==> config.mk <==
export PLATFORM = sky130hd
export DESIGN_NAME = dma_mover
export DESIGN_NICKNAME = d
export VERILOG_FILES = /design/src/rtl/dma_mover_pkg.sv /design/src/rtl/dma_mover_ctrl.sv /design/src/rtl/dma_mover_addr.sv /design/src/rtl/dma_mover_hold.sv /design/src/rtl/dma_mover.sv
export SDC_FILE = /design/constraint.sdc
export NUM_CORES = 1
export LEC_CHECK = 0
export ABC_CLOCK_PERIOD_IN_PS = 8100
export BUFFER_PORTS_ARGS = -buffer_cell sky130_fd_sc_hd__buf_2
export CAP_MARGIN = 20
export CORE_AREA = 2 2 129 131
export CTS_BUF_LIST = sky130_fd_sc_hd__clkbuf_8
export DETAILED_ROUTE_END_ITERATION = 8
export DIE_AREA = 0 0 131 133
export PLACE_DENSITY = 0.82
export SETUP_SLACK_MARGIN = 0.5
export SYNTH_ARGS = -nofsm -noshare
export SYNTH_HDL_FRONTEND = slang
export SYNTH_HIERARCHICAL = 1
export SYNTH_SLANG_ARGS = --single-unit
export TNS_END_PERCENT = 20
==> constraint.sdc <==
create_clock -name clk -period 8.1 [get_ports clk]
set_clock_uncertainty 0.05 [all_clocks]
set_input_delay 0.81 -clock clk [delete_from_list [all_inputs] [get_ports clk]]
set_output_delay 0.81 -clock clk [all_outputs]
set_load 0.01 [all_outputs]
==> src/rtl/dma_mover_pkg.sv <==
package dma_mover_pkg;

    localparam int DATA_W = 32;
    localparam int LANES  = DATA_W / 8;
    localparam int CNT_W  = $clog2(LANES) + 1;

    typedef enum logic [1:0] {
        SZ_BYTE = 2'd0,
        SZ_HALF = 2'd1,
        SZ_FULL = 2'd2
    } xfer_size_e;

    typedef enum logic [1:0] {
        PH_IDLE  = 2'd0,
        PH_READ  = 2'd1,
        PH_WRITE = 2'd2
    } phase_e;

    function automatic xfer_size_e decode_size(input logic [1:0] code);
        case (code)
            2'd0:    return SZ_BYTE;
            2'd1:    return SZ_HALF;
            default: return SZ_FULL;
        endcase
    endfunction

    function automatic logic [CNT_W-1:0] size_bytes(input xfer_size_e s);
        case (s)
            SZ_BYTE: return CNT_W'(1);
            SZ_HALF: return CNT_W'(2);
            default: return CNT_W'(4);
        endcase
    endfunction

    function automatic xfer_size_e wider(input xfer_size_e a, input xfer_size_e b);
        return (a > b) ? a : b;
    endfunction

    // number of bus cycles of width 'port' needed to cover an operand of width 'op'
    function automatic logic [CNT_W-1:0] beat_count(input xfer_size_e op, input xfer_size_e port);
        logic [1:0] diff;
        diff = 2'(op) - 2'(port);
        return CNT_W'(1) << diff;
    endfunction

    function automatic logic [DATA_W-1:0] lane_mask(input xfer_size_e s);
        case (s)
            SZ_BYTE: return DATA_W'(32'h0000_00FF);
            SZ_HALF: return DATA_W'(32'h0000_FFFF);
            default: return '1;
        endcase
    endfunction

endpackage

==> src/rtl/dma_mover_ctrl.sv <==
module dma_mover_ctrl
    import dma_mover_pkg::*;
(
    input  logic             clk,
    input  logic             rst,
    input  logic             req,
    input  logic [1:0]       src_code,
    input  logic [1:0]       dst_code,
    input  logic             bus_ack,
    input  logic             bus_berr,
    output phase_e           phase,
    output logic             load,
    output logic             rd_step,
    output logic             wr_step,
    output xfer_size_e       rd_size,
    output xfer_size_e       wr_size,
    output logic [CNT_W-1:0] wr_left,
    output logic             done,
    output logic             err,
    output logic             err_in_write
);

    phase_e           phase_q;
    logic [CNT_W-1:0] rd_left_q;
    logic [CNT_W-1:0] wr_left_q;
    xfer_size_e       rd_size_q;
    xfer_size_e       wr_size_q;
    logic             done_q;
    logic             err_q;
    logic             err_wr_q;

    xfer_size_e       src_sz;
    xfer_size_e       dst_sz;
    xfer_size_e       op_sz;
    logic             abort;

    always_comb begin
        src_sz  = decode_size(src_code);
        dst_sz  = decode_size(dst_code);
        op_sz   = wider(src_sz, dst_sz);
        load    = (phase_q == PH_IDLE) && req;
        abort   = (phase_q != PH_IDLE) && bus_berr;
        rd_step = (phase_q == PH_READ)  && bus_ack && !bus_berr;
        wr_step = (phase_q == PH_WRITE) && bus_ack && !bus_berr;
    end

    always_ff @(posedge clk) begin
        if (rst) begin
            phase_q   <= PH_IDLE;
            rd_left_q <= '0;
            wr_left_q <= '0;
            rd_size_q <= SZ_BYTE;
            wr_size_q <= SZ_BYTE;
            done_q    <= 1'b0;
            err_q     <= 1'b0;
            err_wr_q  <= 1'b0;
        end else begin
            done_q <= 1'b0;
            err_q  <= 1'b0;
            if (load) begin
                rd_size_q <= src_sz;
                wr_size_q <= dst_sz;
                rd_left_q <= beat_count(op_sz, src_sz);
                wr_left_q <= beat_count(op_sz, dst_sz);
                err_wr_q  <= 1'b0;
                phase_q   <= PH_READ;
            end else if (abort) begin
                phase_q  <= PH_IDLE;
                err_q    <= 1'b1;
                err_wr_q <= (phase_q == PH_WRITE);
            end else if (rd_step) begin
                rd_left_q <= rd_left_q - CNT_W'(1);
                if (rd_left_q == CNT_W'(1)) begin
                    phase_q <= PH_WRITE;
                end
            end else if (wr_step) begin
                wr_left_q <= wr_left_q - CNT_W'(1);
                if (wr_left_q == CNT_W'(1)) begin
                    phase_q <= PH_IDLE;
                    done_q  <= 1'b1;
                end
            end
        end
    end

    assign phase        = phase_q;
    assign rd_size      = rd_size_q;
    assign wr_size      = wr_size_q;
    assign wr_left      = wr_left_q;
    assign done         = done_q;
    assign err          = err_q;
    assign err_in_write = err_wr_q;

endmodule

==> src/rtl/dma_mover_addr.sv <==
module dma_mover_addr
    import dma_mover_pkg::*;
#(
    parameter int ADDR_W = 32
) (
    input  logic              clk,
    input  logic              rst,
    input  logic              load,
    input  logic [ADDR_W-1:0] base,
    input  logic              step,
    input  xfer_size_e        size,
    output logic [ADDR_W-1:0] addr
);

    logic [ADDR_W-1:0] addr_q;

    always_ff @(posedge clk) begin
        if (rst) begin
            addr_q <= '0;
        end else if (load) begin
            addr_q <= base;
        end else if (step) begin
            addr_q <= addr_q + ADDR_W'(size_bytes(size));
        end
    end

    assign addr = addr_q;

endmodule

==> src/rtl/dma_mover_hold.sv <==
module dma_mover_hold
    import dma_mover_pkg::*;
(
    input  logic              clk,
    input  logic              rst,
    input  logic              clear,
    input  logic              capture,
    input  xfer_size_e        rd_size,
    input  logic [DATA_W-1:0] rdata,
    input  xfer_size_e        wr_size,
    input  logic [CNT_W-1:0]  wr_left,
    output logic [DATA_W-1:0] wdata
);

    localparam int SH_W = 2 * CNT_W + 3;

    logic [DATA_W-1:0] hold_q;
    logic [CNT_W+2:0]  shift_in;
    logic [2*CNT_W-1:0] slot;
    logic [SH_W-1:0]   shift_out;

    // earlier fetches move up as later ones arrive
    always_comb begin
        shift_in = {size_bytes(rd_size), 3'b000};
    end

    always_ff @(posedge clk) begin
        if (rst || clear) begin
            hold_q <= '0;
        end else if (capture) begin
            hold_q <= (hold_q << shift_in) | (rdata & lane_mask(rd_size));
        end
    end

    // remaining-store count picks which slice of the operand goes out next
    always_comb begin
        if (wr_left == '0) begin
            slot = '0;
        end else begin
            slot = {{CNT_W{1'b0}}, size_bytes(wr_size)} *
                   {{CNT_W{1'b0}}, wr_left - CNT_W'(1)};
        end
        shift_out = {slot, 3'b000};
        wdata     = (hold_q >> shift_out) & lane_mask(wr_size);
    end

endmodule

==> src/rtl/dma_mover.sv <==
module dma_mover
    import dma_mover_pkg::*;
#(
    parameter int ADDR_W = 32
) (
    input  logic              clk,
    input  logic              rst,
    input  logic              req,
    input  logic [ADDR_W-1:0] src_addr,
    input  logic [ADDR_W-1:0] dst_addr,
    input  logic [1:0]        src_size,
    input  logic [1:0]        dst_size,
    output logic              busy,
    output logic              done,
    output logic              err,
    output logic              err_in_write,
    output logic              bus_req,
    output logic              bus_we,
    output logic [ADDR_W-1:0] bus_addr,
    output logic [1:0]        bus_size,
    output logic [DATA_W-1:0] bus_wdata,
    input  logic [DATA_W-1:0] bus_rdata,
    input  logic              bus_ack,
    input  logic              bus_berr,
    output logic [ADDR_W-1:0] next_src,
    output logic [ADDR_W-1:0] next_dst
);

    localparam int N_PORTS = 2;
    localparam int P_SRC   = 0;
    localparam int P_DST   = 1;

    typedef struct packed {
        logic              active;
        logic              we;
        xfer_size_e        size;
        logic [ADDR_W-1:0] addr;
    } bus_cmd_t;

    phase_e            phase;
    logic              load;
    logic              rd_step;
    logic              wr_step;
    xfer_size_e        rd_size;
    xfer_size_e        wr_size;
    logic [CNT_W-1:0]  wr_left;
    logic [DATA_W-1:0] wdata;

    logic [ADDR_W-1:0] base_v [N_PORTS];
    logic [ADDR_W-1:0] addr_v [N_PORTS];
    xfer_size_e        size_v [N_PORTS];
    logic [N_PORTS-1:0] step_v;
    bus_cmd_t          cmd;

    dma_mover_ctrl u_ctrl (
        .clk          (clk),
        .rst          (rst),
        .req          (req),
        .src_code     (src_size),
        .dst_code     (dst_size),
        .bus_ack      (bus_ack),
        .bus_berr     (bus_berr),
        .phase        (phase),
        .load         (load),
        .rd_step      (rd_step),
        .wr_step      (wr_step),
        .rd_size      (rd_size),
        .wr_size      (wr_size),
        .wr_left      (wr_left),
        .done         (done),
        .err          (err),
        .err_in_write (err_in_write)
    );

    always_comb begin
        base_v[P_SRC] = src_addr;
        base_v[P_DST] = dst_addr;
        size_v[P_SRC] = rd_size;
        size_v[P_DST] = wr_size;
        step_v[P_SRC] = rd_step;
        step_v[P_DST] = wr_step;
    end

    for (genvar p = 0; p < N_PORTS; p++) begin : g_port
        dma_mover_addr #(.ADDR_W(ADDR_W)) u_addr (
            .clk  (clk),
            .rst  (rst),
            .load (load),
            .base (base_v[p]),
            .step (step_v[p]),
            .size (size_v[p]),
            .addr (addr_v[p])
        );
    end

    dma_mover_hold u_hold (
        .clk     (clk),
        .rst     (rst),
        .clear   (load),
        .capture (rd_step),
        .rd_size (rd_size),
        .rdata   (bus_rdata),
        .wr_size (wr_size),
        .wr_left (wr_left),
        .wdata   (wdata)
    );

    always_comb begin
        cmd.active = (phase != PH_IDLE);
        cmd.we     = (phase == PH_WRITE);
        cmd.size   = cmd.we ? wr_size : rd_size;
        cmd.addr   = cmd.we ? addr_v[P_DST] : addr_v[P_SRC];
    end

    assign busy      = cmd.active;
    assign bus_req   = cmd.active;
    assign bus_we    = cmd.we;
    assign bus_addr  = cmd.addr;
    assign bus_size  = cmd.size;
    assign bus_wdata = cmd.we ? wdata : '0;
    assign next_src  = addr_v[P_SRC];
    assign next_dst  = addr_v[P_DST];

endmodule

Word level (Yosys, flattened, before mapping)
Cells that the tools add are included.
{"block": "word_totals", "ff_bits": 111, "latchBits": 0, "mem_bits_rw": 0, "rom_bits": 0, "out_inout_bits": 136, "wordCells": 107, "memories": 0}
{"block": "op_classes", "add_sub_neg": 6, "n_mul": 1, "n_div": 0, "n_lt_le_gt_ge": 1, "eq_ne": 12, "shift": 4, "mux": 39, "bitwise_logic": 4, "reduce_logical": 28}
{"operator": "2-to-1 mux 32 bit", "n": 8}
{"operator": "one-hot mux 32 bit (2 select lines)", "n": 2}
{"operator": "adder 32 x 3 -> 32 bit", "n": 2}
{"operator": "bitwise AND 32 bit", "n": 2}
{"operator": "2-to-1 mux 3 bit", "n": 14}
{"operator": "OR 32 bit", "n": 1}
{"operator": "left shift 32 x 6 -> 32 bit", "n": 1}
{"operator": "right shift 32 x 9 -> 32 bit", "n": 1}
{"operator": "2-to-1 mux 2 bit", "n": 6}
{"operator": "one-hot mux 3 bit (2 select lines)", "n": 2}
{"operator": "equality test 2 x 1 -> 1 bit, second input constant", "n": 5}
{"operator": "zero test 2 bit", "n": 5}
{"operator": "nonzero test 2 bit", "n": 5}
{"operator": "AND reduction 3 bit", "n": 3}
{"operator": "one-hot mux 2 bit (2 select lines)", "n": 2}
{"operator": "nonzero test 4 bit", "n": 2}
{"operator": "equality test 3 x 1 -> 1 bit, second input constant", "n": 2}
{"operator": "logical AND 1 bit", "n": 6}
{"operator": "multiplier 3 x 3 -> 6 bit", "n": 1}
{"operator": "2-to-1 mux 6 bit", "n": 1}
{"operator": "left shift 1 x 2 -> 3 bit, first input constant", "n": 2}
{"operator": "subtractor 3 x 1 -> 3 bit, second input constant", "n": 2}
{"operator": "OR reduction 5 bit", "n": 1}
{"operator": "2-to-1 mux 1 bit", "n": 4}
{"operator": "13 further kinds", "n": 15}

Depth between registers and ports, before layout
Gate-level depths: netlist of run 1.
{"block": "logic_depth", "ltp_word": 9, "mapped_depth": 17}

Hierarchy
Netlist of run 1, hierarchy kept.
{"mod": "dma_mover_hold", "n_inst": 1, "cells_each": 372, "area_per_inst_um2": 2781.4, "seq_area_each_um2": 640.6}
{"mod": "dma_mover_addr at g_port[1].u_addr", "n_inst": 1, "cells_each": 272, "area_per_inst_um2": 2150.8, "seq_area_each_um2": 640.6}
{"mod": "dma_mover_addr at g_port[0].u_addr", "n_inst": 1, "cells_each": 270, "area_per_inst_um2": 2107.0, "seq_area_each_um2": 640.6}
{"mod": "dma_mover_ctrl", "n_inst": 1, "cells_each": 100, "area_per_inst_um2": 875.8, "seq_area_each_um2": 300.3}
{"mod": "dma_mover", "n_inst": 1, "cells_each": 76, "area_per_inst_um2": 689.4, "seq_area_each_um2": 0.0}

Worst setup path before layout of run 1
OpenSTA, ideal clock, no wires.
{"block": "synth_path", "kind": "reg2out", "start": "reg u_ctrl.wr_left_q[0] (netlist: u_ctrl/wr_left[0])", "end": "out bus_wdata[0]", "arrival_ps": 4137, "required_time_ps": 7240, "path_slack_ps": 3103, "path_stages_with_launch": 17, "path_cell_list": "dfxtp_1 -> clkbuf_1 -> inv_2 -> buf_1 -> ha_1 -> or3b_1 -> fa_1 -> inv_1 -> ha_1 -> inv_1 -> fa_1 -> a211o_1 -> a2111oi_4 -> buf_6 -> a2bb2o_4 -> a21oi_1 -> and2_1"}
{"block": "synth_between", "elab_chain_cells": 6, "elab_cells_between_ends": 7, "cone_classes": "add/sub (1); mul (1); shift (1); mux (2); bitwise (1); reduce/logical (1)"}
{"item": "from (decl)", "line": "dma_mover_ctrl.sv:25", "text": "logic [CNT_W-1:0] wr_left_q;"}
{"item": "from (signal assigned)", "line": "dma_mover_ctrl.sv:64", "text": "wr_left_q <= beat_count(op_sz, dst_sz);"}
{"item": "from (signal assigned)", "line": "dma_mover_ctrl.sv:77", "text": "wr_left_q <= wr_left_q - CNT_W'(1);"}
{"item": "subtractor 3 x 1 -> 3 bit", "line": "dma_mover_hold.sv:41", "text": "{{CNT_W{1'b0}}, wr_left - CNT_W'(1)};"}
{"item": "multiplier 3 x 3 -> 6 bit", "line": "dma_mover_hold.sv:40", "text": "slot = {{CNT_W{1'b0}}, size_bytes(wr_size)} *"}
{"item": "2-to-1 mux 6 bit (*)", "line": "dma_mover_hold.sv:37", "text": "if (wr_left == '0) begin"}
{"item": "right shift 32 x 9 -> 32 bit (*)", "line": "dma_mover_hold.sv:44", "text": "wdata = (hold_q >> shift_out) & lane_mask(wr_size);"}
{"item": "bitwise AND 32 bit (*)", "line": "dma_mover_hold.sv:44"}
{"item": "via wdata[0]", "line": "dma_mover.sv:47", "text": "logic [DATA_W-1:0] wdata;"}
{"item": "2-to-1 mux 32 bit (*)", "line": "dma_mover.sv:120", "text": "assign bus_wdata = cmd.we ? wdata : '0;"}
{"item": "to (decl)", "line": "dma_mover.sv:21", "text": "output logic [DATA_W-1:0] bus_wdata,"}
Mark *: on every way through the listed nets, which the timed path passes. The rest lies on a longest branch.

Final worst setup path of run 1
{"block": "layout_path", "start": "reg u_ctrl.wr_left_q[0] (netlist: u_ctrl/wr_left[0])", "end": "out bus_wdata[2]"}
Same word-level chain as after synthesis.

==> metrics.yaml, run 1 <==
timing:
  layout_min_cycle_time_ns: 5.73
  tightestPinTransition_ns: 1.05
  rsz_0062_raised_after_global_routing: "no"
  hold_viol_final: 0
  timing.slew.headroom: 0.301
  final.setup.tns_ns: 0
  ratio_of_final_minimum_period_to_clock_period: 0.707
  report.final.slew_viol_count: 0
  setup-violations-final: 0
  max_freq_mhz: 175
pwr:
  total_power_mw: 1.36
  seqPwrFrac: 0.474
  cell_internal_pwr_uw: 875
  power.static_leakage_nw: 3.91
  net-switching-power_uw: 485
  ir_drop_v: 0.0000857
  pwr-share-clk: 0.274
  pwr_density_cell_nw_per_um2: 136
  netSwitchingFraction: 0.357
  share_of_power_burned_in_combinational_logic: 0.252
detailed_routing:
  pre_antenna_drt_iters: 7
  wirelength_um: 28100
  drt_iter0_markers: 1092
  wire_per_inst_um: 18.9
  detailroute.via_count: 9459
  drt.antenna.violating_nets: 0
  via_per_inst: 6.34
  drc: 0
layout:
  layout-drive-gt1-share: 0.272
  areaGrowthSynthToFinish_pct: 16.3
  multiInputGateArea_um2: 5720
  final_common_cell: "buf_2"
  design.final.nets: 1393
  design_area_um2: 10000
  n_fill_cell: 1443
  mostFrequentLayoutCells: "240 x buf_2, 111 x dfxtp_1, 108 x nor2_1, 81 x nand2_1, 55 x inv_1"
  combined_flip_flop_and_latch_cell_area_um2: 2220
floorplan:
  dieHeight_um: 133
  initial_utilization: 0.532
  num_io_pins: 241
  rows: 47
  die-area_um2: 17400
  die_width_um: 131
  placeable_core_region_um2: 16200
yosys:
  ys.warnings.count: 6
  fraction_of_the_mapped_netlist_area_in_simple_logic_gates: 0.285
  post_synth_adder_cell_area: 0.0384
  post_synth_mux_area_share: 0.0957
  main_combinational_cell_family_by_area_after_synthesis: "simple AND/OR/NAND/NOR gates"
  synth_ff_type: "dfxtp_1"
  postSynthAreaPerCell_um2: 7.89
  syn_inst: 1090
  syn-num-nets: 1219
  postSynthRegisterBits: 111
  synth-compound-area-share: 0.224
  synth_cell_types: 90
  post_synth_instance_area_um2: 8600
  synth_sequential_area_ratio: 0.258
  post_synthesis_async_set_or_reset_flop_share: 0
  synth_edf_count: 0
  synth_xor_xnor_area_share: 0.0204
worst_setup_path:
  ff2ff_setup_slack_ns: 4.43
  critPathRequiredTime_ns: 7.24
  startpoint_type: "register"
  worstReg2RegStart: "u_ctrl/phase[0]"
  worst_ep_arrival_ns: 4.87
  crit_fanout: 20
  critical_path_class: "register to output port"
  worst-r2r-cell-count: 5
  rr_endpoint: "g_port[1].u_addr/addr[24]"
  cp-end-kind: "output port"
clock_tree:
  cts.sinks: 111
  cts_root_buf: "clkbuf_8"
  cts_resized: 0
  htree_num_levels: 3
  tritoncts: "done"
  cts_hold_repair.buffers: 0
  clock_tree.buffer_depth: 2
  post-cts-setup-buffer-count: 0
  numCtsBuffers: 9
  clk-insertion-delay-late_ns: 0.40
  clk_pin_slew_ns: 0.10
grt:
  maximum_number_of_pins_on_one_net_before_global_route_repair: 98
  globalRoute.totalOverflow: 0
  grt_antenna_before_repair: 5
  first_pass_grt_wire_length_um: 43400
  number_of_global_route_vias_before_repair: 8281
  global_route.usage.total: 0.312
worst_hold_path:
  hold_path.class: "register to register"
  min_path_cells: 2
  worst_hold_path.endpoint: "u_ctrl/err_in_write"
  timing.hold.worst.start: "u_ctrl/err_in_write"
place:
  gp_congestion: 0.918
  numPortBuffers: 240
  place.detailed.hpwl_um: 20100
  placedInstanceArea_um2: 9740
job:
  cap_violations: 0
run_status:
  run_status: "completed"
==> worst max-delay path by stage <==
| stage | from | end | slack, ns | cells past startpoint |
|---|---|---|---|---|
| after floorplan | u_ctrl/wr_left[0] | bus_wdata[0] | 3.10 | 16 |
| after global placement | u_ctrl/wr_size[1] | bus_wdata[3] | 2.65 | 13 |
| after detailed placement | u_ctrl/wr_size[1] | bus_wdata[2] | 2.54 | 13 |
| after CTS | u_ctrl/wr_size[1] | bus_wdata[2] | 2.12 | 13 |
| after global routing | u_ctrl/wr_left[0] | bus_wdata[2] | 2.09 | 14 |
| final | u_ctrl/wr_left[0] | bus_wdata[2] | 2.37 | 14 |
==> kinds of logic after synthesis <==
group | count (synthesis)
AND/OR/NAND/NOR | 444
adder cells (fa/ha/maj) | 24
XOR/XNOR | 20
flip-flops | 111
buffers and inverters | 150
AO/OA/AOI/OAI | 263
multiplexers | 78
==> final cells by class <==
cell class / count / share of cell area
multi-input combinational: 829 / 0.572
sequential: 111 / 0.222
timing repair buffer: 255 / 0.134
tap: 220 / 0.0275
inverter: 58 / 0.0223
clock buffer: 10 / 0.0138
clock inverter: 6 / 0.00750
antenna: 3 / 0.000750
==> stage by stage <==
step / cells / setup WS, ns / hold slack [ns] / utilization
finish: 1492 / 2.37 / 0.474 / 0.619
global route: 1492 / 2.09 / 0.514 / 0.619
CTS: 1486 / 2.12 / 0.486 / 0.615
detailed placement: 1470 / 2.54 / 0.458 / 0.602
global placement: 1470 / 2.65 / 0.450 / 0.602
floorplan: 1090 / 3.10 / 0.417 / -
==> worst max-delay path: stages (launching register included) <==
cell and delay, ns:
dfxtp_1 0.33, inv_2 0.26, ha_1 0.31, or3b_1 0.38
fa_1 0.45, inv_1 0.07, ha_1 0.16, inv_1 0.06
fa_1 0.38, a211o_1 0.34, a2111oi_4 0.98, a2bb2o_1 0.34
a21oi_1 0.15, and2_1 0.13, buf_2 0.13
==> routing by layer <==
| layer | track usage | wire, um |
|---|---|---|
| met4 | 0.148 | 1220 |
| met5 | 0 | 13 |
| met3 | 0.0518 | 2960 |
| met1 | 0.450 | 11700 |
| met2 | 0.451 | 12200 |
==> power by group through the flow <==
stage	Clock [mW]	Combinational (mW)	Sequential, mW
CTS	0.376	0.333	0.640
detailed placement	0	0.331	0.653
global route	0.395	0.373	0.648
global placement	0	0.326	0.652
finish	0.373	0.343	0.644
floorplan	0	0.217	0.641
==> synth_stat cells (13+ instances only) <==
master,instances,share of area
a211oi_1,24,0.021
a21oi_1,44,0.026
a311oi_1,26,0.026
a31oi_1,13,0.0095
and2_1,36,0.026
and4_1,14,0.014
clkbuf_1,57,0.025
dfxtp_1,111,0.26
ha_1,20,0.029
inv_1,55,0.024
mux2_2,34,0.044
mux2i_1,44,0.051
nand2_1,81,0.035
nand3_1,23,0.013
nand4_1,38,0.028
nor2_1,108,0.047
nor2b_1,14,0.010
nor3_1,17,0.0099
nor4_1,34,0.025
o21ai_1,25,0.015
o22ai_1,15,0.011
o31ai_1,17,0.015
xnor2_1,14,0.014
No activity file was read; power rests on OpenSTA's default activity.
==> inputs of run 2 (changes only) <==
--- a/config.mk
+++ b/config.mk
@@ -5,14 +5,14 @@
 export SDC_FILE = /design/constraint.sdc
 export NUM_CORES = 1
 export LEC_CHECK = 0
-export ABC_CLOCK_PERIOD_IN_PS = 8100
+export ABC_CLOCK_PERIOD_IN_PS = 5250
 export BUFFER_PORTS_ARGS = -buffer_cell sky130_fd_sc_hd__buf_2
 export CAP_MARGIN = 20
-export CORE_AREA = 2 2 129 131
+export CORE_AREA = 2 2 135 137
 export CTS_BUF_LIST = sky130_fd_sc_hd__clkbuf_8
 export DETAILED_ROUTE_END_ITERATION = 8
-export DIE_AREA = 0 0 131 133
-export PLACE_DENSITY = 0.82
+export DIE_AREA = 0 0 137 139
+export PLACE_DENSITY = 0.79
 export SETUP_SLACK_MARGIN = 0.5
 export SYNTH_ARGS = -nofsm -noshare
 export SYNTH_HDL_FRONTEND = slang
==> constraint.sdc (replaced) <==
create_clock -name clk -period 5.25 [get_ports clk]
set_clock_uncertainty 0.05 [all_clocks]
set_input_delay 0.525 -clock clk [delete_from_list [all_inputs] [get_ports clk]]
set_output_delay 0.525 -clock clk [all_outputs]
set_load 0.01 [all_outputs]
==> run 2 against run 1 <==
Compared with the run above:
- sequential share of layout area decreased by 0.29 points
- wire length increased by 3.1%
- clock-buffer cell count unchanged
- combinational power increased by 62%
- clock power increased by 57%
- via count decreased by 0.47%
- worst setup slack got worse by 1.9 ns
- first-iteration DRC count decreased by 2.6%
- critical path type unchanged
==> metrics.yaml, run 2 (synthesis results as in run 1) <==
grt:
  global_route.usage.total: 0.294
  number_of_global_route_vias_before_repair: 8492
  maximum_number_of_pins_on_one_net_before_global_route_repair: 98
  first_pass_grt_wire_length_um: 45000
  grt_antenna_before_repair: 1
  globalRoute.totalOverflow: 0
timing:
  ratio_of_final_minimum_period_to_clock_period: 0.907
  max_freq_mhz: 210
  tightestPinTransition_ns: 1.01
  setup-violations-final: 0
  layout_min_cycle_time_ns: 4.76
  timing.slew.headroom: 0.322
  report.final.slew_viol_count: 0
  hold_viol_final: 0
  final.setup.tns_ns: 0
  rsz_0062_raised_after_global_routing: "yes"
worst_setup_path:
  timing.critical_path.cells: "inv_4, ha_4, or3b_4, fa_1, inv_1, ha_2, inv_1, fa_2, a211o_4, a2111oi_4, buf_4, buf_4, o22ai_1, a21oi_1, and2_1, buf_2"
  startpoint_type: "register"
  cp_slowest_stage_delay_ns: 0.47
  cp-end-kind: "output port"
  critical_path_class: "register to output port"
  worst_ep_arrival_ns: 4.19
  worstReg2RegStart: "u_ctrl/phase[0]"
  slowest_stage: "fa_1"
  cp_top_family: "adder cells"
  startpoint: "u_ctrl/wr_left[0]"
  cp.buffers_inverters: 6
  critPathRequiredTime_ns: 4.68
  crit_fanout: 7
worst_hold_path:
  timing.hold.worst.start: "src_addr[2]"
  hold_path.class: "primary input to register"
job:
  cap_violations: 0
pwr:
  cell_internal_pwr_mw: 1.37
  pwr_density_cell_nw_per_um2: 210
  total_power_mw: 2.13
  seqPwrFrac: 0.466
  share_of_power_burned_in_combinational_logic: 0.260
  pwr-share-clk: 0.274
  power.static_leakage_nw: 3.98
  ir_drop_v: 0.000129
  net-switching-power_uw: 765
  netSwitchingFraction: 0.358
clock_tree:
  cts.sinks: 111
  clk-insertion-delay-late_ns: 0.41
  htree_num_levels: 3
  clock_tree.buffer_depth: 2
  tritoncts: "done"
  cts_root_buf: "clkbuf_8"
  clk_pin_slew_ns: 0.12
  numCtsBuffers: 9
detailed_routing:
  wirelength_um: 29000
  drt_iter0_markers: 1064
  via_per_inst: 6.24
  drc: 0
  wire_per_inst_um: 19.2
  drt.antenna.violating_nets: 0
  pre_antenna_drt_iters: 6
  detailroute.via_count: 9415
floorplan:
  die-area_um2: 19000
  num_io_pins: 241
  placeable_core_region_um2: 17700
  initial_utilization: 0.487
  die_width_um: 137
  dieHeight_um: 139
  rows: 49
layout:
  layout-drive-gt1-share: 0.286
  multiInputGateArea_um2: 5770
  n_fill_cell: 1661
  final_common_cell: "buf_2"
  mostFrequentLayoutCells: "240 x buf_2, 109 x dfxtp_1, 108 x nor2_1, 81 x nand2_1, 56 x inv_1"
  design.final.nets: 1403
  combined_flip_flop_and_latch_cell_area_um2: 2220
  areaGrowthSynthToFinish_pct: 17.9
run_status:
  run_status: "completed"
place:
  gp_congestion: 0.995
  place.detailed.hpwl_um: 21000
  numPortBuffers: 240
## run 2: tightest hold or removal path, stage by stage
cell,delay (ns)
buf_2,0.07
a21oi_1,0.05
nor2_1,0.07
## run 2: stage by stage
stage | area, um2 | std cells | util | hold slack [ns] | worst slack (ns)
after CTS | 10000 | 1504 | 0.569 | 0.287 | 0.471
after detailed placement | 9780 | 1484 | 0.554 | 0.407 | 0.732
after floorplan | 8600 | 1090 | - | 0.417 | 0.538
final | 10100 | 1509 | 0.575 | 0.297 | 0.489
after global routing | 10100 | 1509 | 0.575 | 0.300 | 0.362
after global placement | 9780 | 1484 | 0.554 | 0.393 | 0.861
## run 2: timing repair
item / 4_1_cts / 5_1_grt
endpoints found under the setup margin: 32 / 32
buffers inserted: 3 / 3
gates cloned: 1 / 0
pin swaps: 3 / 3
gates resized for setup: 8 / 10
hold buffers: 0 / 0
## run 2: path summary, 6_finish.rpt
kind / depth (start not counted) / slack [ns] / to
worst max-delay path: 16 / 0.49 / bus_wdata[13]
worst min register to register: 2 / 0.42 / u_ctrl/rd_size[0]
worst min-delay path: 3 / 0.30 / g_port[0].u_addr/addr[2]
worst max register to register: 5 / 2.08 / g_port[0].u_addr/addr[21]
## run 2: final cells by class
class / count / area share
timing repair buffer: 265 / 0.140
inverter: 58 / 0.0222
multi-input combinational: 829 / 0.569
clock inverter: 6 / 0.00727
tap: 229 / 0.0282
sequential: 111 / 0.219
clock buffer: 10 / 0.0136
antenna: 1 / 0.000247
## run 2: per-layer routing
layer,GRT usage,up-vias,part of all wire
met5,0,-,0
met4,0.131,0,0.042
met3,0.0508,93,0.090
met2,0.467,524,0.46
met1,0.386,4370,0.41
li1,-,4428,-
## run 2: power groups by stage
stage	sequential [mW]	combinational, mW	clock, mW
after detailed placement	1.01	0.516	0
after floorplan	0.989	0.335	0
after global routing	1.00	0.600	0.629
after global placement	1.01	0.508	0
after CTS	0.991	0.533	0.590
final	0.996	0.554	0.585
